$ cat config.mk
export PLATFORM = sky130hd
export DESIGN_NAME = dual_pc_seq
export DESIGN_NICKNAME = d
export VERILOG_FILES = /design/src/rtl/dpc_pkg.sv /design/src/rtl/dpc_step.sv /design/src/rtl/dpc_redirect_arb.sv /design/src/rtl/dpc_retstack.sv /design/src/rtl/dual_pc_seq.sv
export SDC_FILE = /design/constraint.sdc
export NUM_CORES = 1
export LEC_CHECK = 0
export BUFFER_PORTS_ARGS = -buffer_cell sky130_fd_sc_hd__buf_2
export CAP_MARGIN = 20
export CORE_MARGIN = 10
export CORE_UTILIZATION = 40
export DETAILED_ROUTE_END_ITERATION = 8
export PLACE_DENSITY = 0.59
export SLEW_MARGIN = 10
export SYNTH_ARGS = -nofsm -noshare
export SYNTH_HDL_FRONTEND = slang
export SYNTH_SLANG_ARGS = --single-unit
$ cat constraint.sdc
create_clock -name clk -period 20.8 [get_ports clk]
set_input_delay 2.08 -clock clk [delete_from_list [all_inputs] [get_ports clk]]
set_output_delay 2.08 -clock clk [all_outputs]
set_load 0.05 [all_outputs]
$ cat src/rtl/dpc_pkg.sv
package dpc_pkg;

    localparam int ADDR_W   = 32;
    localparam int LEN_W    = 6;
    localparam int RS_DEPTH = 8;
    localparam int RS_PTR_W = $clog2(RS_DEPTH);
    localparam int RS_CNT_W = $clog2(RS_DEPTH + 1);

    typedef logic [ADDR_W-1:0] addr_t;
    typedef logic [LEN_W-1:0]  blen_t;

    typedef enum logic [1:0] {
        RD_NONE,
        RD_BRANCH,
        RD_CALL,
        RD_RETURN
    } redir_e;

    typedef struct packed {
        addr_t cmp;
        addr_t flw;
    } pc_pair_t;

    function automatic pc_pair_t both_at(addr_t a);
        pc_pair_t p;
        p.cmp = a;
        p.flw = a;
        return p;
    endfunction

endpackage

$ cat src/rtl/dpc_step.sv
module dpc_step
    import dpc_pkg::*;
#(
    parameter bit DOWN = 1'b0
) (
    input  addr_t pc,
    input  blen_t len,
    input  logic  adv,
    output addr_t nxt
);
    addr_t delta;
    assign delta = adv ? addr_t'(len) : '0;

    generate
        if (DOWN) begin : g_down
            assign nxt = pc - delta;
        end else begin : g_up
            assign nxt = pc + delta;
        end
    endgenerate
endmodule

$ cat src/rtl/dpc_redirect_arb.sv
module dpc_redirect_arb
    import dpc_pkg::*;
(
    input  logic   ret_take,
    input  logic   call_take,
    input  logic   br_take,
    output redir_e kind
);
    always_comb begin
        if (ret_take)       kind = RD_RETURN;
        else if (call_take) kind = RD_CALL;
        else if (br_take)   kind = RD_BRANCH;
        else                kind = RD_NONE;
    end
endmodule

$ cat src/rtl/dpc_retstack.sv
module dpc_retstack
    import dpc_pkg::*;
(
    input  logic     clk,
    input  logic     rst,
    input  logic     push,
    input  logic     pop,
    input  pc_pair_t push_data,
    output pc_pair_t top_data,
    output logic     empty,
    output logic     full
);
    pc_pair_t              mem [RS_DEPTH];
    logic [RS_CNT_W-1:0]   cnt;
    logic [RS_CNT_W-1:0]   top_ix;

    assign empty  = (cnt == '0);
    assign full   = (cnt == RS_CNT_W'(RS_DEPTH));
    assign top_ix = cnt - 1'b1;
    assign top_data = empty ? '0 : mem[top_ix[RS_PTR_W-1:0]];

    always_ff @(posedge clk) begin
        if (rst) begin
            cnt <= '0;
        end else if (push && !full) begin
            cnt <= cnt + 1'b1;
        end else if (pop && !empty) begin
            cnt <= cnt - 1'b1;
        end
    end

    always_ff @(posedge clk) begin
        if (!rst && push && !full) begin
            mem[cnt[RS_PTR_W-1:0]] <= push_data;
        end
    end
endmodule

$ cat src/rtl/dual_pc_seq.sv
module dual_pc_seq
    import dpc_pkg::*;
#(
    parameter logic [31:0] RESET_ENTRY = 32'h0000_1000
) (
    input  logic        clk,
    input  logic        rst,
    input  logic [5:0]  cmp_len,
    input  logic        cmp_adv,
    input  logic [5:0]  flw_len,
    input  logic        flw_adv,
    input  logic        br_take,
    input  logic [31:0] br_target,
    input  logic        call_take,
    input  logic [31:0] call_target,
    input  logic        ret_take,
    input  logic        blk_end,
    output logic [31:0] cmp_pc,
    output logic [31:0] flw_pc,
    output logic        rs_ovf,
    output logic        rs_unf,
    output logic        fall_err
);
    pc_pair_t cur, nxt, adv_pair, top_pair;
    redir_e   kind;
    logic     rs_empty, rs_full, do_push, do_pop;

    dpc_redirect_arb u_arb (
        .ret_take (ret_take),
        .call_take(call_take),
        .br_take  (br_take),
        .kind     (kind)
    );

    dpc_step #(.DOWN(1'b0)) u_cmp_step (
        .pc(cur.cmp), .len(cmp_len), .adv(cmp_adv), .nxt(adv_pair.cmp)
    );

    dpc_step #(.DOWN(1'b1)) u_flw_step (
        .pc(cur.flw), .len(flw_len), .adv(flw_adv), .nxt(adv_pair.flw)
    );

    assign do_push = (kind == RD_CALL) && !rs_full;
    assign do_pop  = (kind == RD_RETURN) && !rs_empty;

    dpc_retstack u_rs (
        .clk      (clk),
        .rst      (rst),
        .push     (do_push),
        .pop      (do_pop),
        .push_data(adv_pair),
        .top_data (top_pair),
        .empty    (rs_empty),
        .full     (rs_full)
    );

    always_comb begin
        nxt = cur;
        unique case (kind)
            RD_RETURN: if (!rs_empty) nxt = top_pair;
            RD_CALL:   nxt = both_at(call_target);
            RD_BRANCH: nxt = both_at(br_target);
            default:   if (!blk_end) nxt = adv_pair;
        endcase
    end

    always_ff @(posedge clk) begin
        if (rst) begin
            cur      <= both_at(RESET_ENTRY);
            rs_ovf   <= 1'b0;
            rs_unf   <= 1'b0;
            fall_err <= 1'b0;
        end else begin
            cur <= nxt;
            if (kind == RD_CALL && rs_full)    rs_ovf   <= 1'b1;
            if (kind == RD_RETURN && rs_empty) rs_unf   <= 1'b1;
            if (kind == RD_NONE && blk_end)    fall_err <= 1'b1;
        end
    end

    assign cmp_pc = cur.cmp;
    assign flw_pc = cur.flw;
endmodule

==> results.cfg, run 1 <==
[floorplan]
coreArea_sq_mm = 0.0617
start_util = 0.403
ioPinCount = 151
dieWidth_um = 269
die_area_sq_mm = 0.0726
rows = 91
die_ht_um = 269

[logic_synthesis]
synth_top_cells_by_area = sky130_fd_sc_hd__edfxtp_1 (62%), sky130_fd_sc_hd__mux4_2 (11%), sky130_fd_sc_hd__dfxtp_1 (5.7%)
post_synth_num_cell_types = 84
yosysWarnings = 0
mappedNetlistArea_sq_mm = 0.0249
synth.top_cell.area_share = 0.618
synth_async_sr_flop_share = 0
dominantRegCellSynth = sky130_fd_sc_hd__edfxtp_1
postSynthCellCount = 1597
yosysSeqAreaShare = 0.675
number_of_enable_type_register_cells_in_the_synthesized_netlist = 512
synth.avg_cell_area_sq_um = 15.6
synthesis.nets = 1697
synth_area_leader_cell = sky130_fd_sc_hd__edfxtp_1
synth_seq_cells = 583

[power_and_ir_drop]
share_of_total_power_in_sequential_cells = 0.396
power.leakage_uw = 0.00978
clock_power_share = 0.267
power_frac_comb = 0.337
power.ir.vdd_worst_uv = 105
powerDensity_mw_per_mm2 = 146
power.total_uw = 4190
switching_power_uw = 1520
p_int_uw = 2670
switching_power_share_of_the_total = 0.363

[finish]
diodes_inserted = 0
fillers = 5428
post_route_cells_drive_above_1_share = 0.248
area_growth_pct = 15.5
finalInstanceArea_sq_mm = 0.0287
layout.nets = 1855

[clock_network]
clock_buffer_count_from_cts = 59
max-clock-path-buffers = 3
clock_latency_ns = 0.63
clockRootBuffer = sky130_fd_sc_hd__clkbuf_16
tritoncts_clock_tree = built
clk_pin_slew_ns = 0.06
clock_sink_count = 583
cts_post_setup_buffers_inserted = 0
htree_num_levels = 2
post_cts.resized_instances = 0
holdBufCountCts = 0

[global_route]
first_global_vias = 15700
grt_max_degree = 60
grt_first_pass_wirelength_mm = 109
tot_gr_track_use = 0.201
leftover_overflow_at_the_end_of_global_routing = 0
grt_antenna_before_repair = 0

[hold_path]
whs_path_depth = 2
hp-start = fall_err
holdPathEnd = fall_err
min-delay-path-class = reg -> reg

[worst_setup_path]
setup.worst_path.class = in -> reg
critical_path_at_ns = 5.03
timing.critical_path.from_type = input pin
depth_of_the_worst_register_to_register_path = 10
reg2reg_from = u_rs.cnt[0]
ff2ff_setup_slack_ns = 16.21
worstPathBufferInverterCount = 2
crit_family = compound AO/OA/AOI/OAI gates
slowest_delay_ns = 0.60
worst-endpoint-required_ns = 21.12
worst_path_max_delay_cell = sky130_fd_sc_hd__xnor2_1
critical_path_peak_fanout = 10
path_cells = buf_2 -> and2_1 -> ha_1 -> inv_1 -> fa_1 -> nor2b_1 -> o31a_1 -> o31a_1 -> nand3_1 -> xnor2_1
timing.critical_path.mode_cell = sky130_fd_sc_hd__o31a_1
r2r_end = flw_pc[7]
cp-end-kind = flop

[sta]
setup-tns-final_ns = 0
finalMaxSlewViolations = 0
setup-violations-final = 0
rsz0062_at_grt = false
normalized_max_slew_margin = 0.302
fin_skew_ns = 0.0206
max_clock_freq_mhz = 212
timing.final.crit_period_ns = 4.71
report.final.hold_viol_count = 0
min_period_over_period = 0.226
worst-slew-pin-transition_ns = 1.05

[flow_run]
timing.max_cap.violations = 0

[placement]
port-buffer-count = 150
dpl.hpwl_mm = 46.3
placed_standard_cell_area_sq_mm = 0.0267
gpl.final_weighted_congestion = 0.827

[drt]
wirelength_mm = 74.8
routed_wire_length_per_instance_um = 28.3
detailroute.via_count = 15600
first_pass_iters = 7
postRouteAntennaNets = 0
detailed_router_s_first_iteration_violation_count = 1649
drt_drc_violations_left = 0
route.detailed.vias_per_inst = 5.89

[run_status]
status = finished clean
## state kept, by name (all words and copies together) (netlist names)
signal	cells
fall_err	1
rs_unf	1
cmp_pc	32
u_rs.mem	512
rs_ovf	1
flw_pc	32
u_rs.cnt	4
## per-layer routing
| layer | up-vias | track usage | part of all wire |
|---|---|---|---|
| li1 | 6672 | - | - |
| met1 | 8103 | 0.269 | 0.42 |
| met2 | 684 | 0.323 | 0.47 |
| met3 | 104 | 0.0463 | 0.084 |
| met4 | 0 | 0.0556 | 0.025 |
| met5 | - | 0 | 0 |
## stage by stage
stage	setup WS [ns]	util	cells	hold WS [ns]
6_report	16.09	0.466	2643	0.456
5_1_grt	15.90	0.466	2643	0.491
4_1_cts	16.09	0.465	2642	0.465
3_5_place_dp	15.43	0.432	2530	0.456
3_3_place_gp	15.48	0.432	2530	0.454
2_1_floorplan	13.02	-	1597	0.525
## cell usage after synthesis (all sizes together), types with 4 or more instances
| master | count |
|---|---|
| edfxtp | 512 |
| nand2 | 154 |
| mux4 | 122 |
| nor2 | 86 |
| dfxtp | 71 |
| clkbuf | 57 |
| a21oi | 53 |
| nand3 | 42 |
| o21ai | 39 |
| xnor2 | 36 |
| buf | 34 |
| o22ai | 31 |
| nor3 | 26 |
| xor2 | 25 |
| inv | 19 |
| a31oi | 17 |
| and3 | 16 |
| a21o | 15 |
| nor4 | 15 |
| ha | 14 |
| a211oi | 13 |
| and2 | 13 |
| mux2i | 13 |
| nand4 | 13 |
| or3 | 13 |
| nand2b | 11 |
| o211ai | 11 |
| o22a | 9 |
| o21a | 8 |
| o221a | 8 |
| a22o | 7 |
| a311oi | 7 |
| a311o | 6 |
| and4 | 6 |
| or4 | 6 |
| nor2b | 5 |
| o221ai | 5 |
| o31ai | 5 |
| a31o | 4 |
| a32oi | 4 |
## layout by cell type (no fill, tap or decap), drive strengths merged, types with 39 or more instances in the layout
cell | netlist | final
dfxtp | 71 | 71
nand3 | 42 | 42
clkbuf | 57 | 84
mux4 | 122 | 122
nand2 | 154 | 154
edfxtp | 512 | 512
buf | 34 | 188
o21ai | 39 | 39
nor2 | 86 | 86
a21oi | 53 | 53
## tightest hold or removal path: stages (launching register included)
cell	delay [ns]
sky130_fd_sc_hd__dfxtp_1	0.31
sky130_fd_sc_hd__inv_1	0.05
sky130_fd_sc_hd__a21oi_1	0.05
## worst max-delay path by stage
stage	from	to	slack, ns	cells past startpoint
floorplan	call_take	u_rs.mem[0][0]	13.02	6
global placement	call_take	u_rs.mem[5][32]	15.48	7
detailed placement	call_take	u_rs.mem[5][5]	15.43	7
CTS	call_take	u_rs.mem[5][3]	16.09	7
global route	call_take	u_rs.mem[5][59]	15.90	7
finish	cmp_adv	u_rs.mem[6][46]	16.09	10
## cell type report
cell class / instances / area [sq um] / share of cell area
Clock buffer: 84 / 1670 / 0.0581
Inverter: 19 / 71.3 / 0.00248
Tap cell: 837 / 1050 / 0.0364
Sequential cell: 583 / 16800 / 0.584
Clock inverter: 28 / 387 / 0.0134
Multi-Input combinational cell: 904 / 7720 / 0.268
Timing Repair Buffer: 188 / 1060 / 0.0367
## power by group through the flow
stage | Clock [uW] | Combinational, uW | Sequential (uW)
after floorplan | 0 | 849 | 1790
after global placement | 0 | 1390 | 1680
after detailed placement | 0 | 1420 | 1680
after CTS | 1130 | 1420 | 1660
after global routing | 1180 | 1520 | 1670
final | 1120 | 1410 | 1660
## cells by family after synthesis
group | share of synthesized area
buf+inv | 0.0195
fa+ha+maj | 0.00865
simple gates | 0.0829
compound gates | 0.0755
flops | 0.675
xor+xnor | 0.0218
mux | 0.117
No activity file was read; power rests on OpenSTA's default activity.
==> inputs of run 2 (changes only) <==
--- a/config.mk
+++ b/config.mk
@@ -5,6 +5,7 @@
 export SDC_FILE = /design/constraint.sdc
 export NUM_CORES = 1
 export LEC_CHECK = 0
+export ABC_AREA = 1
 export BUFFER_PORTS_ARGS = -buffer_cell sky130_fd_sc_hd__buf_2
 export CAP_MARGIN = 20
 export CORE_MARGIN = 10
==> constraint.sdc (replaced) <==
create_clock -name clk -period 4.55 [get_ports clk]
set_input_delay 0.455 -clock clk [delete_from_list [all_inputs] [get_ports clk]]
set_output_delay 0.455 -clock clk [all_outputs]
set_load 0.05 [all_outputs]
==> run 2 against run 1 <==
  * Combinational power rose to 4.7 times the previous value
  * Flip-flop and latch count is the same
  * Largest power group unchanged
  * Synthesized area grew 6.8%
  * Global-route usage up 0.70 points
  * Critical path type is now reg -> reg
  * Worst hold slack lost 0.26 ns
  * Highest routed layer unchanged
  * Via count increased by 31%
==> results.cfg, run 2 <==
[finish]
area_growth_pct = 12.8
finalCoreUtilization = 0.455
largest_register_ffs = 512
post_layout_nonfiller_instances = 3728
layout.nets = 2912
layout.cells.most_common_list = sky130_fd_sc_hd__edfxtp_1 (512), sky130_fd_sc_hd__nor2_1 (498), sky130_fd_sc_hd__nand2_1 (475)
fillers = 6225
layout_commonest_cell = sky130_fd_sc_hd__edfxtp_1
post_route_cells_drive_above_1_share = 0.103

[global_route]
tot_gr_track_use = 0.208
grt_first_pass_wirelength_mm = 124
first_global_vias = 19900
grt_max_degree = 185
grt_antenna_before_repair = 1
leftover_overflow_at_the_end_of_global_routing = 0

[worst_setup_path]
path_cells = buf_4 -> buf_12 -> nor2_1 -> nor2_1 -> o21ai_0 -> nand3_1 -> nand3_1 -> a21oi_1 -> nand2_1 -> a21oi_1
setup.worst_path.class = reg -> reg
critical_path_at_ns = 3.53
crit_family = buffers and inverters
worstPathBufferInverterCount = 2
slowest_delay_ns = 0.69
timing.critical_path.from_type = flop
cp-end-kind = flop
critical_path_peak_fanout = 184
worst_path_max_delay_cell = sky130_fd_sc_hd__buf_12
worst-endpoint-required_ns = 5.09

[floorplan]
die_ht_um = 278
rows = 94
coreArea_sq_mm = 0.0659
ioPinCount = 151
start_util = 0.404
dieWidth_um = 278
die_area_sq_mm = 0.0772

[run_status]
status = finished clean

[sta]
min_period_over_period = 0.657
timing.final.crit_period_ns = 2.99
report.final.hold_viol_count = 0
fin_skew_ns = 0.0316
setup-violations-final = 0
rsz0062_at_grt = false
normalized_max_slew_margin = 0.256
max_clock_freq_mhz = 335
worst-slew-pin-transition_ns = 1.12
finalMaxSlewViolations = 0

[clock_network]
htree_num_levels = 2
clock_sink_count = 583
clock_latency_ns = 0.63
clockRootBuffer = sky130_fd_sc_hd__clkbuf_16
clock_buffer_count_from_cts = 61
cts_post_setup_buffers_inserted = 0
tritoncts_clock_tree = built
clk_pin_slew_ns = 0.06
post_cts.resized_instances = 0
max-clock-path-buffers = 3
holdBufCountCts = 0

[logic_synthesis]
yosysWarnings = 0
post_synth_num_cell_types = 37
synth.avg_cell_area_sq_um = 9.81
mappedNetlistArea_sq_mm = 0.0266
synthesis.nets = 2810
synth_top_cells_by_area = sky130_fd_sc_hd__edfxtp_1 (58%), sky130_fd_sc_hd__nor2_1 (7.1%), sky130_fd_sc_hd__nand2_1 (6.7%)
postSynthCellCount = 2710
synthTopCellsByCount = sky130_fd_sc_hd__edfxtp_1 (512), sky130_fd_sc_hd__nor2_1 (503), sky130_fd_sc_hd__nand2_1 (476)
synth.top_cell.area_share = 0.578
dominantRegCellSynth = sky130_fd_sc_hd__edfxtp_1
yosysSeqAreaShare = 0.632
synth_area_leader_cell = sky130_fd_sc_hd__edfxtp_1
synth_seq_cells = 583
number_of_enable_type_register_cells_in_the_synthesized_netlist = 512
synth_most_common_cell = sky130_fd_sc_hd__edfxtp_1
synth_async_sr_flop_share = 0

[drt]
route.detailed.vias_per_inst = 5.49
detailed_router_s_first_iteration_violation_count = 2196
wirelength_mm = 82.4
drt_drc_violations_left = 0
postRouteAntennaNets = 0
first_pass_iters = 6
detailroute.via_count = 20500
routed_wire_length_per_instance_um = 22.1

[power_and_ir_drop]
power.leakage_uw = 0.0113
power.total_uw = 18600
powerDensity_mw_per_mm2 = 620
power.ir.vdd_worst_uv = 453

[placement]
gpl.final_weighted_congestion = 0.902
total_instance_count_after_detailed_placement = 3613
dpl.hpwl_mm = 49.5
port-buffer-count = 150

[flow_run]
timing.max_cap.violations = 0

[hold_path]
min-delay-path-class = in -> reg
## run 2: tightest hold or removal path: stages
cell                      delay, ns
sky130_fd_sc_hd__buf_2         0.11
sky130_fd_sc_hd__nand2_1       0.12
sky130_fd_sc_hd__a21oi_1       0.07
## run 2: logic make-up after synthesis
family | synth area share
flip-flops | 0.632
adder cells (fa/ha/maj) | 0.00810
XOR/XNOR | 0.00527
AND/OR/NAND/NOR | 0.196
buffers and inverters | 0.0580
AO/OA/AOI/OAI | 0.100
## run 2: power by group
part | internal, uW | switching [uW] | leakage [uW]
Clock | 2740 | 2030 | 0.000943
Sequential | 6740 | 423 | 0.00527
Combinational | 1700 | 4950 | 0.00506
## run 2: stage by stage
| step | setup slack, ns | hold slack (ns) | setup TNS, ns | instance area [sq um] |
|---|---|---|---|---|
| floorplan | -0.413 | 0.475 | -120.77 | 26600 |
| global placement | 1.38 | 0.460 | 0 | 28100 |
| detailed placement | 1.30 | 0.463 | 0 | 28100 |
| CTS | 1.56 | 0.172 | 0 | 30000 |
| global route | 1.37 | 0.201 | 0 | 30000 |
| finish | 1.56 | 0.195 | 0 | 30000 |
## run 2: per-layer routing
| layer | share of wire | vias to the layer above | GRT usage |
|---|---|---|---|
| li1 | - | 9526 | - |
| met1 | 0.44 | 9994 | 0.288 |
| met2 | 0.46 | 823 | 0.330 |
| met3 | 0.086 | 117 | 0.0378 |
| met4 | 0.020 | 0 | 0.0538 |
| met5 | 0 | - | 0 |
## run 2: final cells by class
| type | count | area (sq um) | area share |
|---|---|---|---|
| timing repair buffer | 182 | 1120 | 0.0373 |
| sequential | 583 | 16800 | 0.560 |
| tap | 864 | 1080 | 0.0361 |
| multi-input combinational | 1796 | 8350 | 0.279 |
| inverter | 188 | 711 | 0.0237 |
| clock inverter | 29 | 194 | 0.00647 |
| clock buffer | 85 | 1730 | 0.0576 |
| antenna | 1 | 2.50 | 0.0000835 |
## run 2: worst paths after layout
check                   start         end  slack, ns  cells past startpoint
setup / recovery  u_rs.cnt[0]  cmp_pc[21]       1.56                     10
hold / removal        blk_end    fall_err       0.20                      3
setup reg to reg  u_rs.cnt[0]  cmp_pc[21]       1.56                     10
hold reg to reg        rs_unf      rs_unf       0.46                      2
